File: src/rtl/guard_timer_pkg.sv
package guard_timer_pkg;

    typedef enum logic [1:0] {
        EV_RESET = 2'b00,
        EV_NMI   = 2'b01,
        EV_IRQ   = 2'b10,
        EV_NONE  = 2'b11
    } ev_sel_e;

    localparam logic [1:0] ADDR_CTRL   = 2'd0;
    localparam logic [1:0] ADDR_PERIOD = 2'd1;
    localparam logic [1:0] ADDR_STATUS = 2'd2;

    localparam int BUS_W = 32;

endpackage

File: src/rtl/guard_timer_regs.sv
module guard_timer_regs
    import guard_timer_pkg::*;
#(
    parameter int          CNT_W       = 32,
    parameter logic [7:0]  DISABLE_KEY = 8'hAD
) (
    input  logic              clk_i,
    input  logic              rst_ni,
    input  logic              wr_i,
    input  logic [1:0]        addr_i,
    input  logic [BUS_W-1:0]  wdata_i,
    input  logic              expire_i,
    output logic              enable_o,
    output ev_sel_e           sel_o,
    output logic              flag_o,
    output logic [7:0]        key_o,
    output logic [CNT_W-1:0]  period_o,
    output logic              load_o,
    output logic [CNT_W-1:0]  load_val_o
);

    typedef struct packed {
        logic [7:0]       key;
        ev_sel_e          sel;
        logic             flag;
        logic [CNT_W-1:0] period;
    } regs_t;

    regs_t st_d, st_q;
    logic  load_d;
    logic [CNT_W-1:0] load_val_d;

    assign enable_o = (st_q.key != DISABLE_KEY);

    always_comb begin
        st_d       = st_q;
        load_d     = 1'b0;
        load_val_d = st_q.period;
        if (wr_i) begin
            unique case (addr_i)
                ADDR_CTRL: begin
                    st_d.key = wdata_i[11:4];
                    st_d.sel = ev_sel_e'(wdata_i[2:1]);
                    if (wdata_i[15]) st_d.flag = 1'b0;
                end
                ADDR_PERIOD: begin
                    if (!enable_o) begin
                        st_d.period = wdata_i[CNT_W-1:0];
                        load_d      = 1'b1;
                        load_val_d  = wdata_i[CNT_W-1:0];
                    end
                end
                ADDR_STATUS: begin
                    load_d     = 1'b1;
                    load_val_d = st_q.period;
                end
                default: ;
            endcase
        end
        if (expire_i) st_d.flag = 1'b1;
    end

    always_ff @(posedge clk_i or negedge rst_ni) begin
        if (!rst_ni) begin
            st_q.key    <= DISABLE_KEY;
            st_q.sel    <= EV_RESET;
            st_q.flag   <= 1'b0;
            st_q.period <= '0;
        end else begin
            st_q <= st_d;
        end
    end

    assign sel_o      = st_q.sel;
    assign flag_o     = st_q.flag;
    assign key_o      = st_q.key;
    assign period_o   = st_q.period;
    assign load_o     = load_d;
    assign load_val_o = load_val_d;

    // count register is locked while the block is enabled
    assert_period_locked_R7: assert property (@(posedge clk_i) disable iff (!rst_ni)
        (wr_i && addr_i == ADDR_PERIOD && enable_o) |=> $stable(period_o));

    // an expiry always leaves the flag set
    assert_flag_sets_R8: assert property (@(posedge clk_i) disable iff (!rst_ni)
        expire_i |=> flag_o);

endmodule

File: src/rtl/guard_timer_count.sv
module guard_timer_count #(
    parameter int CNT_W = 32
) (
    input  logic             clk_i,
    input  logic             rst_ni,
    input  logic             enable_i,
    input  logic             load_i,
    input  logic [CNT_W-1:0] load_val_i,
    output logic [CNT_W-1:0] cnt_o,
    output logic             expire_o
);

    typedef struct packed {
        logic [CNT_W-1:0] cnt;
        logic             halt;
    } cnt_t;

    cnt_t st_d, st_q;
    logic expire;

    always_comb begin
        st_d   = st_q;
        expire = enable_i && !st_q.halt && (st_q.cnt == '0) && !load_i;
        if (load_i) begin
            st_d.cnt  = load_val_i;
            st_d.halt = 1'b0;
        end else if (!enable_i) begin
            st_d.halt = 1'b0;
        end else if (expire) begin
            st_d.halt = 1'b1;
        end else if (!st_q.halt) begin
            st_d.cnt = st_q.cnt - 1'b1;
        end
    end

    always_ff @(posedge clk_i or negedge rst_ni) begin
        if (!rst_ni) begin
            st_q <= '0;
        end else begin
            st_q <= st_d;
        end
    end

    assign cnt_o    = st_q.cnt;
    assign expire_o = expire;

    // a running counter falls by exactly one per edge
    assert_decrement_R3: assert property (@(posedge clk_i) disable iff (!rst_ni)
        (enable_i && !st_q.halt && st_q.cnt != '0 && !load_i)
        |=> cnt_o == $past(cnt_o) - 1'b1);

    // after expiry the counter sits at zero
    assert_stop_at_zero_R5: assert property (@(posedge clk_i) disable iff (!rst_ni)
        expire_o |=> (cnt_o == '0) && !expire_o);

endmodule

File: src/rtl/guard_timer_event.sv
module guard_timer_event
    import guard_timer_pkg::*;
(
    input  logic    clk_i,
    input  logic    rst_ni,
    input  logic    expire_i,
    input  ev_sel_e sel_i,
    output logic    rst_req_o,
    output logic    nmi_o,
    output logic    irq_o
);

    typedef struct packed {
        logic rst_req;
        logic nmi;
        logic irq;
    } ev_t;

    ev_t st_d, st_q;

    always_comb begin
        st_d.rst_req = expire_i && (sel_i == EV_RESET);
        st_d.nmi     = expire_i && (sel_i == EV_NMI);
        st_d.irq     = expire_i && (sel_i == EV_IRQ);
    end

    always_ff @(posedge clk_i or negedge rst_ni) begin
        if (!rst_ni) begin
            st_q <= '0;
        end else begin
            st_q <= st_d;
        end
    end

    assign rst_req_o = st_q.rst_req;
    assign nmi_o     = st_q.nmi;
    assign irq_o     = st_q.irq;

    // at most one event line at a time
    assert_one_event_R4: assert property (@(posedge clk_i) disable iff (!rst_ni)
        $onehot0({rst_req_o, nmi_o, irq_o}));

    // events are single-cycle pulses
    assert_pulse_width_R4: assert property (@(posedge clk_i) disable iff (!rst_ni)
        (rst_req_o || nmi_o || irq_o) |=> !(rst_req_o || nmi_o || irq_o));

endmodule

File: src/rtl/guard_timer.sv
module guard_timer
    import guard_timer_pkg::*;
#(
    parameter int         CNT_W       = 32,
    parameter logic [7:0] DISABLE_KEY = 8'hAD
) (
    input  logic        clk_i,
    input  logic        rst_ni,
    input  logic        bus_wr_i,
    input  logic [1:0]  bus_addr_i,
    input  logic [31:0] bus_wdata_i,
    output logic [31:0] bus_rdata_o,
    output logic        rst_req_o,
    output logic        nmi_o,
    output logic        irq_o,
    output logic        expired_o
);

    localparam int PAD_W = BUS_W - CNT_W;

    logic             enable;
    ev_sel_e          sel;
    logic             flag;
    logic [7:0]       key;
    logic [CNT_W-1:0] period;
    logic             load;
    logic [CNT_W-1:0] load_val;
    logic [CNT_W-1:0] cnt;
    logic             expire;

    guard_timer_regs #(.CNT_W(CNT_W), .DISABLE_KEY(DISABLE_KEY)) u_regs (
        .clk_i      (clk_i),
        .rst_ni     (rst_ni),
        .wr_i       (bus_wr_i),
        .addr_i     (bus_addr_i),
        .wdata_i    (bus_wdata_i),
        .expire_i   (expire),
        .enable_o   (enable),
        .sel_o      (sel),
        .flag_o     (flag),
        .key_o      (key),
        .period_o   (period),
        .load_o     (load),
        .load_val_o (load_val)
    );

    guard_timer_count #(.CNT_W(CNT_W)) u_count (
        .clk_i      (clk_i),
        .rst_ni     (rst_ni),
        .enable_i   (enable),
        .load_i     (load),
        .load_val_i (load_val),
        .cnt_o      (cnt),
        .expire_o   (expire)
    );

    guard_timer_event u_event (
        .clk_i     (clk_i),
        .rst_ni    (rst_ni),
        .expire_i  (expire),
        .sel_i     (sel),
        .rst_req_o (rst_req_o),
        .nmi_o     (nmi_o),
        .irq_o     (irq_o)
    );

    logic [BUS_W-1:0] period_ext, cnt_ext;

    generate
        if (PAD_W > 0) begin : g_pad
            assign period_ext = {{PAD_W{1'b0}}, period};
            assign cnt_ext    = {{PAD_W{1'b0}}, cnt};
        end else begin : g_nopad
            assign period_ext = period;
            assign cnt_ext    = cnt;
        end
    endgenerate

    always_comb begin
        unique case (bus_addr_i)
            ADDR_CTRL:   bus_rdata_o = {16'h0000, flag, 3'b000, key, 1'b0, sel, 1'b0};
            ADDR_PERIOD: bus_rdata_o = period_ext;
            ADDR_STATUS: bus_rdata_o = cnt_ext;
            default:     bus_rdata_o = '0;
        endcase
    end

    assign expired_o = flag;

    // any event pulse coincides with the sticky flag
    assert_event_flags_R5: assert property (@(posedge clk_i) disable iff (!rst_ni)
        (rst_req_o || nmi_o || irq_o) |-> expired_o);

    // a service restarts from the count register value
    assert_service_reload_R6: assert property (@(posedge clk_i) disable iff (!rst_ni)
        (bus_wr_i && bus_addr_i == ADDR_STATUS) |=> (cnt == $past(period)) && !rst_req_o && !nmi_o && !irq_o);

endmodule

File: config.mk
export PLATFORM = sky130hd
export DESIGN_NAME = guard_timer
export DESIGN_NICKNAME = d
export VERILOG_FILES = /design/src/rtl/guard_timer_pkg.sv /design/src/rtl/guard_timer_regs.sv /design/src/rtl/guard_timer_count.sv /design/src/rtl/guard_timer_event.sv /design/src/rtl/guard_timer.sv
export SDC_FILE = /design/constraint.sdc
export NUM_CORES = 1
export LEC_CHECK = 0
export ABC_CLOCK_PERIOD_IN_PS = 7500
export BUFFER_PORTS_ARGS = -buffer_cell sky130_fd_sc_hd__buf_2
export CAP_MARGIN = 20
export CORE_ASPECT_RATIO = 1.5
export CORE_MARGIN = 10
export CORE_UTILIZATION = 61
export DETAILED_ROUTE_END_ITERATION = 8
export PLACE_DENSITY = 0.87
export REMOVE_ABC_BUFFERS = 1
export SLEW_MARGIN = 15
export SYNTH_ARGS = -nofsm -noshare
export SYNTH_HDL_FRONTEND = slang
export SYNTH_SLANG_ARGS = --single-unit
File: constraint.sdc
create_clock -name clk_i -period 7.5 [get_ports clk_i]
set_input_delay 0.75 -clock clk_i [delete_from_list [all_inputs] [get_ports clk_i]]
set_output_delay 0.75 -clock clk_i [all_outputs]
set_load 0.03 [all_outputs]
==> report_table.html <==
<table>
<tr><th>Metric</th><th>Value</th></tr>
<tr><th colspan="2">Floorplan</th></tr>
<tr><td>Die width</td><td>88.4 um</td></tr>
<tr><td>Placeable Area</td><td>6850 um2</td></tr>
<tr><td>Area enclosed by the die boundary</td><td>10,800 um2</td></tr>
<tr><td>Number of placed I/O pins</td><td>73</td></tr>
<tr><td>Core Rows</td><td>37</td></tr>
<tr><td>Chip Height</td><td>123 um</td></tr>
<tr><td>Initial core utilization</td><td>62.5%</td></tr>
<tr><th colspan="2">Job</th></tr>
<tr><td>Max-cap violation count</td><td>0</td></tr>
<tr><th colspan="2">Timing</th></tr>
<tr><td>Actual transition at the worst max-transition pin</td><td>1070 ps</td></tr>
<tr><td>Fin. Hold Viols</td><td>0</td></tr>
<tr><td>Sum of negative setup slack</td><td>0 ps</td></tr>
<tr><td>Max-slew headroom at the worst pin</td><td>28.3%</td></tr>
<tr><td>Fin crit share</td><td>39.8%</td></tr>
<tr><td>Crit path time final</td><td>2990 ps</td></tr>
<tr><td>Final slew viol count</td><td>0</td></tr>
<tr><td>RSZ-0062 raised after global routing</td><td>false</td></tr>
<tr><td>Maximum clock frequency</td><td>0.335 GHz</td></tr>
<tr><td>Fin Hold WS</td><td>508 ps</td></tr>
<tr><td>Number of endpoints failing setup at the final stage</td><td>0</td></tr>
<tr><td>Final worst clock skew</td><td>7.79 ps</td></tr>
<tr><th colspan="2">Route</th></tr>
<tr><td>Routed wire per std cell</td><td>19.6 um</td></tr>
<tr><td>Total number of vias</td><td>3,805</td></tr>
<tr><td>Number of remaining DRC errors</td><td>0</td></tr>
<tr><td>Routed WL</td><td>11,000 um</td></tr>
<tr><td>First drt pass iteration count</td><td>5</td></tr>
<tr><td>Number of nets with antenna violations after routing</td><td>0</td></tr>
<tr><td>Mean number of vias per cell</td><td>6.79</td></tr>
<tr><td>Iteration-0 DRC count of the detailed router</td><td>378</td></tr>
<tr><th colspan="2">Clocking</th></tr>
<tr><td>Count of hold buffers inserted by post-cts repair</td><td>0</td></tr>
<tr><td>Latest clock arrival within the worst-skew pair</td><td>370 ps</td></tr>
<tr><td>CTS max path bufs</td><td>2</td></tr>
<tr><td># resized after CTS</td><td>0</td></tr>
<tr><td>Post-CTS repair timing setup buffer count</td><td>0</td></tr>
<tr><td>Root Buffer</td><td>sky130_fd_sc_hd__clkbuf_8</td></tr>
<tr><td>Clock Pin Slew Worst Setup and Hold Paths</td><td>70 ps</td></tr>
<tr><td>Maximum level of the CTS H-tree</td><td>3</td></tr>
<tr><td>Sinks on Clock Net</td><td>79</td></tr>
<tr><td>TritonCTS clock tree</td><td>done</td></tr>
<tr><td>Num CTS Buffers</td><td>9</td></tr>
<tr><th colspan="2">Final layout</th></tr>
<tr><td>Layout Utilization</td><td>70.2%</td></tr>
<tr><td>P&amp;R area growth vs syn</td><td>12.2%</td></tr>
<tr><td>Leading cell type in the layout, fill and taps excluded</td><td>sky130_fd_sc_hd__dfrtp_1</td></tr>
<tr><td>Number of antenna cells inserted</td><td>0</td></tr>
<tr><td>Nets</td><td>519</td></tr>
<tr><td>Fraction of final layout cells sized beyond drive strength 1</td><td>30.5%</td></tr>
<tr><td>Most frequent cells in the layout</td><td>74 x sky130_fd_sc_hd__dfrtp_1, 71 x sky130_fd_sc_hd__buf_2, 63 x sky130_fd_sc_hd__nor2_1</td></tr>
<tr><th colspan="2">Global routing</th></tr>
<tr><td>Global route overflow</td><td>0</td></tr>
<tr><td>Antenna violations before repair</td><td>0</td></tr>
<tr><td>First-pass GRT wire length</td><td>17,900 um</td></tr>
<tr><td>Pin count of the biggest net entering global routing</td><td>80</td></tr>
<tr><td>GRT Resource Usage Total</td><td>20.6%</td></tr>
<tr><td>Via count of the first global-routing pass</td><td>3,697</td></tr>
<tr><th colspan="2">Worst hold path</th></tr>
<tr><td>Worst min-delay path class</td><td>register to register</td></tr>
<tr><td>Worst Hold Launch</td><td>u_regs.sel_o[1]$_DFFE_PN0P_</td></tr>
<tr><td>Cell depth of the worst min-delay path</td><td>1</td></tr>
<tr><td>Hold endpoint</td><td>u_event.nmi_o$_DFF_PN0_</td></tr>
<tr><th colspan="2">Place</th></tr>
<tr><td>HPWL reported at the end of detailed placement</td><td>7510 um</td></tr>
<tr><td>Final weighted congestion in routability-driven placement</td><td>0.848</td></tr>
<tr><td>Quantity of I/O buffers inserted on ports</td><td>72</td></tr>
<tr><th colspan="2">Pwr</th></tr>
<tr><td>IR Drop Worst-Case VDD</td><td>0.000196 V</td></tr>
<tr><td>Leakage component of the power</td><td>2.25 nW</td></tr>
<tr><td>Power density cells</td><td>235 nW/um2</td></tr>
<tr><th colspan="2">Synth</th></tr>
<tr><td>Gate count after technology mapping</td><td>418</td></tr>
<tr><td>Post-synthesis cell area</td><td>4290 um2</td></tr>
<tr><td>Post-Synthesis Mean Instance Area</td><td>10.3 um2</td></tr>
<tr><td>Number of flops mapped to enable cells by yosys</td><td>0</td></tr>
<tr><td>Most used DFF post-synth</td><td>sky130_fd_sc_hd__dfrtp_1</td></tr>
<tr><td>Warnings from Yosys</td><td>0</td></tr>
<tr><td>Synth Register Bits</td><td>79</td></tr>
<tr><td>Synth cell types</td><td>52</td></tr>
<tr><td>Sequential-to-total area share from yosys stat</td><td>46.3%</td></tr>
<tr><td>Fraction of registers with async set/reset</td><td>100%</td></tr>
<tr><th colspan="2">Worst setup path</th></tr>
<tr><td>Minimum setup slack among reg-to-reg paths</td><td>4510 ps</td></tr>
<tr><td>End of the worst register-to-register path</td><td>u_event.nmi_o$_DFF_PN0_</td></tr>
<tr><td>Nature of the critical path startpoint</td><td>register</td></tr>
<tr><td>Data arrival at the endpoint of the critical path</td><td>3260 ps</td></tr>
<tr><td>Worst reg2reg startpoint</td><td>u_count.cnt_o[27]$_DFFE_PN0P_</td></tr>
<tr><td>Max Fanout on Critical Path</td><td>21</td></tr>
<tr><td>Critical path startpoint</td><td>u_count.cnt_o[27]$_DFFE_PN0P_</td></tr>
<tr><td>Data required time at the worst endpoint</td><td>7780 ps</td></tr>
<tr><td>Worst reg2reg path depth</td><td>5</td></tr>
<tr><td>Crit Path Category</td><td>register to register</td></tr>
<tr><td>Critical Path Sink Type</td><td>register</td></tr>
<tr><th colspan="2">Status</th></tr>
<tr><td>Outcome</td><td>finished, final reports clean</td></tr>
</table>
## critical path, cell delays in order (launching register included)
cell and delay [ps]:
sky130_fd_sc_hd__dfrtp_1 430, sky130_fd_sc_hd__or4_1 630, sky130_fd_sc_hd__or3_4 420, sky130_fd_sc_hd__nor4_4 930, sky130_fd_sc_hd__nand3_2 230, sky130_fd_sc_hd__nor3b_1 250
## cell usage after synthesis, types with 2 or more instances
cell type                  instances  area, um2
sky130_fd_sc_hd__nand4b_1          2       17.5
sky130_fd_sc_hd__xnor2_1           2       17.5
sky130_fd_sc_hd__buf_4             2       15.0
sky130_fd_sc_hd__o211ai_1          2       15.0
sky130_fd_sc_hd__nand2_1          15       56.3
sky130_fd_sc_hd__or2_2             3       18.8
sky130_fd_sc_hd__a31oi_1          25        156
sky130_fd_sc_hd__clkbuf_1         25       93.8
sky130_fd_sc_hd__or3_1            14       87.6
sky130_fd_sc_hd__nand3_1           7       35.0
sky130_fd_sc_hd__o31ai_1          13       97.6
sky130_fd_sc_hd__or3_4             2       22.5
sky130_fd_sc_hd__and4_1            2       17.5
sky130_fd_sc_hd__or4_1            16        120
sky130_fd_sc_hd__a22oi_1          21        158
sky130_fd_sc_hd__ha_1              5       62.6
sky130_fd_sc_hd__nand4_1           5       31.3
sky130_fd_sc_hd__nand2b_1          3       18.8
sky130_fd_sc_hd__o41ai_1           4       35.0
sky130_fd_sc_hd__a222oi_1         11        110
sky130_fd_sc_hd__inv_1             5       18.8
sky130_fd_sc_hd__o311ai_0          3       26.3
sky130_fd_sc_hd__dfrtp_1          74       1850
sky130_fd_sc_hd__nor3b_1           2       15.0
sky130_fd_sc_hd__mux2_2           42        473
sky130_fd_sc_hd__nor3_1            5       25.0
sky130_fd_sc_hd__a21oi_1           5       25.0
sky130_fd_sc_hd__and2_1            3       18.8
sky130_fd_sc_hd__o21ai_0          11       55.1
sky130_fd_sc_hd__dfstp_2           5        131
sky130_fd_sc_hd__nor2_1           63        236
## layer usage
metal	track usage (%)	part of all wire, %	vias up
met3	3.91	7.0	24
met4	9.53	2.6	0
li1	-	-	1725
met2	35.4	53	166
met1	24.1	38	1890
met5	0	0	-
## power by group
group / internal [mW] / switching [mW] / total, mW
sequential: 0.499 / 0.0893 / 0.588
combinational: 0.115 / 0.159 / 0.274
clock: 0.121 / 0.148 / 0.269
## area by class of cell
| class | count | area (um2) |
|---|---|---|
| fillers | 552 | 2040 |
| well taps | 78 | 97.6 |
| flip-flops and latches | 79 | 1980 |
| inverters | 5 | 18.8 |
| repair buffers | 76 | 393 |
| clock inverters | 1 | 5.00 |
| clock buffers | 15 | 146 |
| multi-input cells | 306 | 2170 |
## state kept, by name, indices dropped and copies added (netlist names)
register           flops
u_count.cnt_o         32
u_count.st_q           1
u_event.irq_o          1
u_event.nmi_o          1
u_event.rst_req_o      1
u_regs.flag_o          1
u_regs.key_o           8
u_regs.period_o       32
u_regs.sel_o           2
## through the flow
stage | worst slack, ps | instances | instance area (um2) | total power [mW]
3_5_place_dp | 4530 | 544 | 4660 | 0.864
5_1_grt | 4360 | 560 | 4810 | 1.19
6_report | 4510 | 560 | 4810 | 1.13
2_1_floorplan | 3940 | 390 | 4170 | 0.765
4_1_cts | 4500 | 560 | 4810 | 1.13
3_3_place_gp | 4620 | 544 | 4660 | 0.848
## cell families (layout without fill, tap and decap cells)
family                   after synthesis  count (layout)  synth area share, %
adder cells (fa/ha/maj)                5               5                 1.46
flip-flops                            79              79                 46.3
multiplexers                          42              42                 11.0
AND/OR/NAND/NOR                      153             153                 19.5
AO/OA/AOI/OAI                        103             103                 17.9
XOR/XNOR                               3               3                0.613
buffers and inverters                 33              97                 3.24
## worst max-delay path by stage
stage,end,slack [ps],cells after the start
global route,u_count.cnt_o[19]$_DFFE_PN0P_,4360,5
global placement,bus_rdata_o[0],4620,4
CTS,bus_rdata_o[10],4500,4
finish,u_event.nmi_o$_DFF_PN0_,4510,5
detailed placement,bus_rdata_o[6],4530,4
floorplan,u_count.cnt_o[11]$_DFFE_PN0P_,3940,6
(Power assumes the default switching activity.)
